<file path="config.mk">
export PLATFORM = sky130hd
export DESIGN_NAME = memfw_region_guard
export DESIGN_NICKNAME = d
export VERILOG_FILES = /design/src/rtl/memfw_pkg.sv /design/src/rtl/memfw_region_bank.sv /design/src/rtl/memfw_rule_eval.sv /design/src/rtl/memfw_region_guard.sv
export SDC_FILE = /design/constraint.sdc
export NUM_CORES = 2
export LEC_CHECK = 0
export ABC_AREA = 1
export BUFFER_PORTS_ARGS = -buffer_cell sky130_fd_sc_hd__buf_2
export CORE_MARGIN = 4
export CORE_UTILIZATION = 65
export CTS_BUF_LIST = sky130_fd_sc_hd__clkbuf_4
export DETAILED_ROUTE_END_ITERATION = 12
export PLACE_DENSITY = 0.95
export SLEW_MARGIN = 30
export SYNTH_ARGS = -nofsm -noshare
export SYNTH_HDL_FRONTEND = slang
export SYNTH_SLANG_ARGS = --single-unit
</file>
<file path="constraint.sdc">
create_clock -name clk -period 5.85 [get_ports clk]
set_input_delay 0.585 -clock clk [delete_from_list [all_inputs] [get_ports clk]]
set_output_delay 0.585 -clock clk [all_outputs]
set_load 0.01 [all_outputs]
</file>
<file path="src/rtl/memfw_pkg.sv">
package memfw_pkg;
    localparam int CID_W = 3;
    localparam int NCID  = 1 << CID_W;

    typedef struct packed {
        logic            sec;
        logic            priv;
        logic            cid_filt;
        logic [NCID-1:0] rd_map;
        logic [NCID-1:0] wr_map;
        logic [NCID-1:0] pv_map;
    } rule_t;
endpackage

</file>
<file path="src/rtl/memfw_region_bank.sv">
module memfw_region_bank
    import memfw_pkg::*;
#(
    parameter int PG_W     = 20,
    parameter int NUM_BASE = 11,
    parameter int NUM_EDGE = 2,
    localparam int NTOT    = NUM_BASE + NUM_EDGE,
    localparam int IDX_W   = $clog2(NTOT)
) (
    input  logic             clk,
    input  logic             rst_n,
    input  logic             cfg_we,
    input  logic [IDX_W-1:0] cfg_idx,
    input  logic             cfg_en,
    input  logic [PG_W-1:0]  cfg_start_pg,
    input  logic [PG_W-1:0]  cfg_end_pg,
    input  rule_t            cfg_rule,
    input  logic [PG_W-1:0]  look_pg,
    output logic [NUM_BASE-1:0] base_hit,
    output logic             edge_hit,
    output rule_t            rules [NUM_BASE]
);
    logic            en_d    [NTOT];
    logic            en_q    [NTOT];
    logic [PG_W-1:0] start_d [NTOT];
    logic [PG_W-1:0] start_q [NTOT];
    logic [PG_W-1:0] end_d   [NTOT];
    logic [PG_W-1:0] end_q   [NTOT];
    rule_t           rule_d  [NUM_BASE];
    rule_t           rule_q  [NUM_BASE];
    logic [NUM_EDGE-1:0] edge_vec;

    always_comb begin
        for (int i = 0; i < NTOT; i++) begin
            en_d[i]    = en_q[i];
            start_d[i] = start_q[i];
            end_d[i]   = end_q[i];
            if (cfg_we && (int'(cfg_idx) == i)) begin
                en_d[i]    = cfg_en;
                start_d[i] = cfg_start_pg;
                end_d[i]   = cfg_end_pg;
            end
        end
        for (int i = 0; i < NUM_BASE; i++) begin
            rule_d[i] = rule_q[i];
            if (cfg_we && (int'(cfg_idx) == i)) rule_d[i] = cfg_rule;
        end
    end

    always_ff @(posedge clk or negedge rst_n) begin
        if (!rst_n) begin
            for (int i = 0; i < NTOT; i++) begin
                en_q[i]    <= 1'b0;
                start_q[i] <= '0;
                end_q[i]   <= '0;
            end
            for (int i = 0; i < NUM_BASE; i++) rule_q[i] <= '0;
        end else begin
            for (int i = 0; i < NTOT; i++) begin
                en_q[i]    <= en_d[i];
                start_q[i] <= start_d[i];
                end_q[i]   <= end_d[i];
            end
            for (int i = 0; i < NUM_BASE; i++) rule_q[i] <= rule_d[i];
        end
    end

    for (genvar g = 0; g < NUM_BASE; g++) begin : g_base
        assign base_hit[g] = en_q[g] && (look_pg >= start_q[g]) && (look_pg <= end_q[g]);
        assign rules[g]    = rule_q[g];
    end
    for (genvar g = 0; g < NUM_EDGE; g++) begin : g_edge
        assign edge_vec[g] = en_q[NUM_BASE+g] && (look_pg >= start_q[NUM_BASE+g])
                             && (look_pg <= end_q[NUM_BASE+g]);
    end
    assign edge_hit = |edge_vec;

    AST_CFG_IDX_RANGE: assert property (@(posedge clk) disable iff (!rst_n)
        cfg_we |-> (int'(cfg_idx) < NTOT));
endmodule

</file>
<file path="src/rtl/memfw_rule_eval.sv">
module memfw_rule_eval
    import memfw_pkg::*;
#(
    parameter int NUM_BASE    = 11,
    parameter int DEBUG_CID   = 7,
    parameter int DEFAULT_CID = 1
) (
    input  logic [NUM_BASE-1:0] base_hit,
    input  logic                edge_hit,
    input  rule_t               rules [NUM_BASE],
    input  logic [CID_W-1:0]    cid,
    input  logic                secure,
    input  logic                priv,
    input  logic                write,
    output logic                allow
);
    rule_t sel;
    logic  found;
    logic  sec_ok, acc_ok, pv_ok;

    always_comb begin
        sel   = '0;
        found = 1'b0;
        for (int i = 0; i < NUM_BASE; i++) begin
            if (!found && base_hit[i]) begin
                found = 1'b1;
                sel   = rules[i];
            end
        end
        sec_ok = !sel.sec || secure;
        if (sel.cid_filt) begin
            acc_ok = write ? sel.wr_map[cid] : sel.rd_map[cid];
            pv_ok  = !sel.pv_map[cid] || priv;
        end else begin
            acc_ok = 1'b1;
            pv_ok  = !sel.priv || priv;
        end
        if (int'(cid) == DEBUG_CID)  allow = 1'b1;
        else if (found)              allow = sec_ok && acc_ok && pv_ok;
        else if (edge_hit)           allow = 1'b1;
        else                         allow = (int'(cid) == DEFAULT_CID) && secure && priv;
    end
endmodule

</file>
<file path="src/rtl/memfw_region_guard.sv">
module memfw_region_guard
    import memfw_pkg::*;
#(
    parameter int ADDR_W     = 32,
    parameter int DATA_W     = 32,
    parameter int GRAN_LG    = 12,
    parameter int NUM_BASE   = 11,
    parameter int NUM_EDGE   = 2,
    parameter int DEBUG_CID  = 7,
    localparam int PG_W      = ADDR_W - GRAN_LG,
    localparam int IDX_W     = $clog2(NUM_BASE + NUM_EDGE)
) (
    input  logic              clk,
    input  logic              rst_n,
    input  logic              cfg_we,
    input  logic [IDX_W-1:0]  cfg_idx,
    input  logic              cfg_en,
    input  logic [PG_W-1:0]   cfg_start_pg,
    input  logic [PG_W-1:0]   cfg_end_pg,
    input  logic              cfg_sec,
    input  logic              cfg_priv,
    input  logic              cfg_cid_filt,
    input  logic [NCID-1:0]   cfg_rd_map,
    input  logic [NCID-1:0]   cfg_wr_map,
    input  logic [NCID-1:0]   cfg_pv_map,
    input  logic              req_valid,
    input  logic              req_write,
    input  logic [ADDR_W-1:0] req_addr,
    input  logic [DATA_W-1:0] req_wdata,
    input  logic [CID_W-1:0]  req_cid,
    input  logic              req_secure,
    input  logic              req_priv,
    output logic              mem_valid,
    output logic              mem_write,
    output logic [ADDR_W-1:0] mem_addr,
    output logic [DATA_W-1:0] mem_wdata,
    input  logic [DATA_W-1:0] mem_rdata,
    output logic              resp_valid,
    output logic [DATA_W-1:0] resp_rdata,
    output logic              illegal_evt
);
    typedef struct packed {
        logic              fwd;
        logic              wr;
        logic [ADDR_W-1:0] addr;
        logic [DATA_W-1:0] wdata;
        logic              resp;
        logic              rd_ok;
        logic              bad;
    } pipe_t;

    rule_t               cfg_rule;
    logic [NUM_BASE-1:0] base_hit;
    logic                edge_hit;
    rule_t               rules [NUM_BASE];
    logic                allow;
    pipe_t               st_d, st_q;

    assign cfg_rule = '{sec: cfg_sec, priv: cfg_priv, cid_filt: cfg_cid_filt,
                        rd_map: cfg_rd_map, wr_map: cfg_wr_map, pv_map: cfg_pv_map};

    memfw_region_bank #(
        .PG_W(PG_W), .NUM_BASE(NUM_BASE), .NUM_EDGE(NUM_EDGE)
    ) bank_i (
        .clk(clk), .rst_n(rst_n), .cfg_we(cfg_we), .cfg_idx(cfg_idx),
        .cfg_en(cfg_en), .cfg_start_pg(cfg_start_pg), .cfg_end_pg(cfg_end_pg),
        .cfg_rule(cfg_rule), .look_pg(req_addr[ADDR_W-1:GRAN_LG]),
        .base_hit(base_hit), .edge_hit(edge_hit), .rules(rules)
    );

    memfw_rule_eval #(
        .NUM_BASE(NUM_BASE), .DEBUG_CID(DEBUG_CID), .DEFAULT_CID(1)
    ) eval_i (
        .base_hit(base_hit), .edge_hit(edge_hit), .rules(rules),
        .cid(req_cid), .secure(req_secure), .priv(req_priv),
        .write(req_write), .allow(allow)
    );

    always_comb begin
        st_d       = '0;
        st_d.resp  = req_valid;
        st_d.fwd   = req_valid && allow;
        st_d.bad   = req_valid && !allow;
        st_d.rd_ok = req_valid && allow && !req_write;
        if (req_valid && allow) begin
            st_d.wr    = req_write;
            st_d.addr  = req_addr;
            st_d.wdata = req_write ? req_wdata : '0;
        end
    end

    always_ff @(posedge clk or negedge rst_n) begin
        if (!rst_n) st_q <= '0;
        else        st_q <= st_d;
    end

    assign mem_valid   = st_q.fwd;
    assign mem_write   = st_q.wr;
    assign mem_addr    = st_q.addr;
    assign mem_wdata   = st_q.wdata;
    assign resp_valid  = st_q.resp;
    assign illegal_evt = st_q.bad;
    assign resp_rdata  = st_q.rd_ok ? mem_rdata : '0;

    AST_DENY_NO_MEM: assert property (@(posedge clk) disable iff (!rst_n)
        illegal_evt |-> !mem_valid);
    AST_DENY_ZERO_DATA: assert property (@(posedge clk) disable iff (!rst_n)
        (resp_valid && !mem_valid) |-> (resp_rdata == '0));
    AST_ONE_OUTCOME: assert property (@(posedge clk) disable iff (!rst_n)
        resp_valid |-> (mem_valid != illegal_evt));
    AST_IDLE_QUIET: assert property (@(posedge clk) disable iff (!rst_n)
        !req_valid |=> (!resp_valid && !mem_valid && !illegal_evt));
    AST_DEBUG_PASS: assert property (@(posedge clk) disable iff (!rst_n)
        (req_valid && int'(req_cid) == DEBUG_CID) |=> (mem_valid && !illegal_evt));
    AST_EDGE_OPEN: assert property (@(posedge clk) disable iff (!rst_n)
        (req_valid && base_hit == '0 && edge_hit) |=> mem_valid);
    AST_NOMATCH_DEFAULT: assert property (@(posedge clk) disable iff (!rst_n)
        (req_valid && base_hit == '0 && !edge_hit && int'(req_cid) != DEBUG_CID
         && !(req_cid == 3'd1 && req_secure && req_priv)) |=> illegal_evt);
endmodule

</file>
Word level (Yosys, flattened, before mapping). Index checks and enable logic that the tools add are counted.

Output and inout bits: 100. Word-level logic and storage cells: 266. Flip-flop bits (word level): 899.

Equal/unequal tests: 14. Muxes and demuxes: 37. Order comparisons: 27. Reductions and logical operators: 76.

Operator list (count): 27-bit two-way mux (11); 20-bit greater-or-equal comparator (13); 20-bit less-or-equal comparator (13); 65-bit two-way mux (1); 32-bit two-way mux (2); 1-bit logical AND (56); 4-bit equality test (second input constant) (8); 1-bit two-way mux (20); 1-bit logical NOT (15); 4-bit by 3-bit equality test with 1-bit output (second input constant) (3); 1-bit binary-select mux with 3-bit select (3); 4-bit by 2-bit equality test with 1-bit output (second input constant) (1); 4-bit logical NOT (1); 3-bit by 4-bit less-than comparator with 1-bit output (second input constant) (1); 3-bit by 1-bit equality test with 1-bit output (second input constant) (1); 3-bit by 2-bit equality test with 1-bit output (second input constant) (1); 1-bit logical OR (3); 2-bit OR reduction (1).

Logic depth before layout (Yosys ltp).
Word-level depth: 44. Mapped depth: 35. Mapped depth without buffers: 33.

Cells and area by module. From an unflattened synthesis, not the netlist that was laid out.

Cell total of the unflattened synthesis: 6188. Area, all modules: 49737.7 sq um.

Modules (own cells, without submodules): memfw_region_bank (area an instance 43364.1 sq um, cells an instance 5088, times used 1, sequential area each 20769.9 sq um); memfw_rule_eval (area an instance 3255.6 sq um, cells an instance 754, times used 1, sequential area each 0.0 sq um); memfw_region_guard (area an instance 3118.0 sq um, cells an instance 346, times used 1, sequential area each 1726.7 sq um).

Worst setup path before layout. Ideal clock, no wire load.

Path type: input to register. Start point: in req_addr[12]. End point: reg st_q (netlist bit mem_addr[12]). Path slack: 1.826 ns. Data arrival time: 3.880 ns. Setup time: 0.144 ns. Path buffers: 4. Stages on the path: 30. Path through: inv_1 ha_1 nand2_1 nor2_1 nand2_1 nor2_1 nand2_1 nand4_1 nand3_4 nand3_4 nor2_8 nand4_4 nor2_4 nand4_1 buf_2 buf_6 nor2_1 nor2_1 nand2_1 nand3_1 nand3_1 nand2_1 nand2_1 nand3_1 nand2_1 nand2_2 nand2_2 buf_6 buf_12 nor2_4.

RTL lines: from (decl) (line memfw_region_guard.sv:28) `input logic [ADDR_W-1:0] req_addr,`; to (signal assigned) (line memfw_region_guard.sv:94) `else st_q <= st_d;`; to (decl) (line memfw_region_guard.sv:57) `pipe_t st_d, st_q;`.

==> metrics.md <==
| Metric | Value |
|---|---|
| Status | finished with violations |
| Failing checks | design-rule violations |
| Post-Synthesis Cells | 6052 |
| Sw frac | 36.3% |
| # IOs | 278 |
| Skew-Pair Late Insertion Delay | 1.22 ns |
| P&R area growth vs syn | 12.5% |
| Crit path time final | 5.55 ns |
| PwrDens | 344 mW/mm^2 |
| Fraction of registers with async set/reset | 100% |
| Worst setup path end | mem_wdata[3] |
| Post-synthesis sequential area ratio | 45.6% |
| Clk sinks | 899 |
| Slew headroom | 30.5% |
| Critical Path Source | req_addr[28] |
| Yosys warns | 0 |
| Worst endpoint required time | 6.82 ns |
| Die ar. | 0.0803 sq mm |
| Hpwl dp | 95500 um |
| R2R Path Start | bank_i.end_q[175] |
| R2r setup slk | 0.49 ns |
| DRC | 4 |
| Clk buf depth | 3 |
| Net Sw Power | 6.92 mW |
| Part of the power in registers | 43.3% |
| Hold crit path type | in -> reg |
| VDD IR-drop max | 235 uV |
| Synthesized cell area | 0.0493 sq mm |
| Core area | 0.0748 sq mm |
| Comb pwr share | 27.7% |
| Crit path max fanout | 18 |
| Final Hold Viols | 0 |
| Critical path class | in -> reg |
| Vias in the first global route | 47200 |
| Antenna Nets Post-Route | 0 |
| Port bufs | 277 |
| Max_cap viols | 0 |
| Clock skew after layout | 0.137 ns |
| PnR worst setup slack | 0.295 ns |
| Tot GR Track Use | 38.5% |
| GR Overflow Total | 0 |
| Post-CTS Setup Bufs | 0 |
| Crit share post-route | 95.0% |
| Worst setup SP type | primary input |
| Pre-CTS WS | 0.318 ns |
| DR WL/cell | 20.7 um |
| Synth Net Count | 6750 |
| Htree depth | 4 |
| Reg2Reg Depth | 28 |
| Total power | 19.1 mW |
| Crit-path slowest cell | dlygate4sd3_1 |
| Via density | 6.11 |
| Area fraction of the dominant cell type after synthesis | 45.6% |
| Pint | 12.2 mW |
| Post-CTS sizing | 0 |
| Largest net degree at the start of global routing | 169 |
| Worst slew pin tran | 1.04 ns |
| FP Rows | 100 |
| Syn_area_per_cell | 8.14 sq um |
| Final setup viols | 0 |
| Cells after DPL | 7029 |
| Main flop type after synthesis | dfrtp_1 |
| Pre-antenna DRT Iters | 11 |
| F_max | 180 MHz |
| Share of cells above drive strength 1 | 11.8% |
| Non-Filler Instances | 7575 |
| Die X | 283 um |
| R2R Path End | mem_wdata[3] |
| Leak | 29.3 nW |
| Critical path arrival | 6.52 ns |
| Final WL | 157000 um |
| Initial antenna violation count | 9 |
| Final count of pins violating max slew | 0 |
| Initial Utilization | 65.9% |
| Share of total power in the clock network | 29.0% |
| Most frequent cells in the layout | nand2_1 (1554), o21ai_0 (907), dfrtp_1 (898) |
| Clock root buffer | clkbuf_4 |
| Yosys reg bits | 899 |
| Post-synth EDFFs | 0 |
| RSZ-0062 raised after global routing | false |
| Largest cells by area after synthesis | dfrtp_1 (46%), ha_1 (13%), nand2_1 (12%), o21ai_0 (9.2%), inv_1 (6.4%) |
| Setup TNS | 0 ns |
| Inserted Clock Buffers | 223 |
| Nets | 7132 |
| Worst-path clk slew | 0.13 ns |
| Slowest stage delay, CP | 0.60 ns |
| Most common cell after layout, fill and taps aside | nand2_1 |
| First-pass GRT wire length | 247000 um |
| Unique cell type count in the Yosys netlist | 50 |
| DR iter-0 viols | 6178 |
| Synth area leader | dfrtp_1 |
| Routability Congestion | 0.951 |
| Vias after detailed routing | 46300 |
| Critical Path Sink Type | register |
| CTS tree | built |
| Die Ht | 283 um |
==> cells in the mapped netlist, types with 3 or more instances <==
cell / instances
inv_1: 843
a21o_1: 11
clkbuf_1: 232
nand3b_1: 10
dfrtp_1: 899
nand2_2: 3
nor2_4: 30
buf_4: 67
buf_12: 3
o21a_1: 12
ha_1: 520
a211oi_1: 4
nand2_1: 1562
nand3_2: 5
o21ai_0: 907
nand3_1: 162
a21oi_1: 237
buf_2: 17
buf_6: 5
nor2_1: 338
nor2_2: 8
o211ai_1: 5
o221a_2: 3
buf_1: 21
nor4_1: 5
o21bai_1: 4
inv_2: 8
nand4_1: 85
nor3_1: 11
or2_0: 5
==> cells by family (layout without fill, tap and decap cells) <==
logic type               count (synthesis)  after routing  synth area share [%]
adder cells (fa/ha/maj)                520            520                  13.2
other                                    0             12                     0
flip-flops                             899            899                  45.6
AO/OA/AOI/OAI                         1198           1198                  12.5
AND/OR/NAND/NOR                       2238           2238                  18.8
buffers and inverters                 1197           1739                  9.85
==> worst min-delay path by stage <==
stage | from | end | slack (ns) | cells after the start
floorplan | rst_n | bank_i.en_q[0] | 0.29 | 0
global placement | bank_i.rules[249] | bank_i.rules[249] | 0.46 | 2
detailed placement | bank_i.start_q[33] | bank_i.start_q[33] | 0.47 | 2
CTS | req_addr[23] | mem_addr[23] | 0.002 | 3
global route | cfg_start_pg[1] | bank_i.start_q[181] | 0.01 | 3
finish | req_cid[1] | illegal_evt | 0.02 | 5
==> layout make-up <==
cell class	count	area, sq um
inverter	852	3200
fill	4556	19400
clock inverter	71	493
multi-input combinational	3956	22000
tap	969	1210
clock buffer	314	2360
timing repair buffer	502	3630
sequential	899	22500
antenna	12	30.0
==> flip-flops by register name, summed over array words and instances (netlist names) <==
| name | cells |
|---|---|
| bank_i.rules | 297 |
| st_q | 1 |
| mem_write | 1 |
| illegal_evt | 1 |
| bank_i.end_q | 260 |
| mem_wdata | 32 |
| resp_valid | 1 |
| bank_i.start_q | 260 |
| bank_i.en_q | 13 |
| mem_valid | 1 |
| mem_addr | 32 |
==> per-layer routing <==
metal	vias up	part of all wire, %	GRT usage, %
met3	1061	13	12.0
met2	3559	45	59.9
met1	21500	34	45.5
met5	-	0.0083	0
met4	2	8.4	27.8
li1	20200	-	-
==> per-stage QoR <==
stage               hold WS [ns]  cell area (sq um)  util (%)
floorplan                  0.289              49300         -
global placement           0.460              51000      68.2
detailed placement         0.473              51100      68.2
CTS                      0.00160              55400      74.0
global route              0.0107              55500      74.1
finish                    0.0215              55500      74.1
==> repair_timing <==
action | 4_1_cts | 5_1_grt
hold endpoints to repair | 626 | 0
setup endpoints to repair | 0 | 0
hold buffers | 148 | 0
==> critical path: cells and delay by family <==
| kind | cells | cell delay (ns) |
|---|---|---|
| compound gates | 1 | 0.52 |
| fa+ha+maj | 1 | 0.35 |
| buf+inv | 6 | 2.19 |
| simple gates | 21 | 2.84 |
==> power groups by stage <==
stage	clock [mW]	sequential, mW	combinational [mW]
after floorplan	0	8.06	3.48
after global placement	0	8.20	4.52
after detailed placement	0	8.26	4.90
after CTS	5.43	8.19	5.08
after global routing	5.86	8.37	5.93
final	5.53	8.25	5.29
Note: power is estimated with default switching activity, not from simulation.
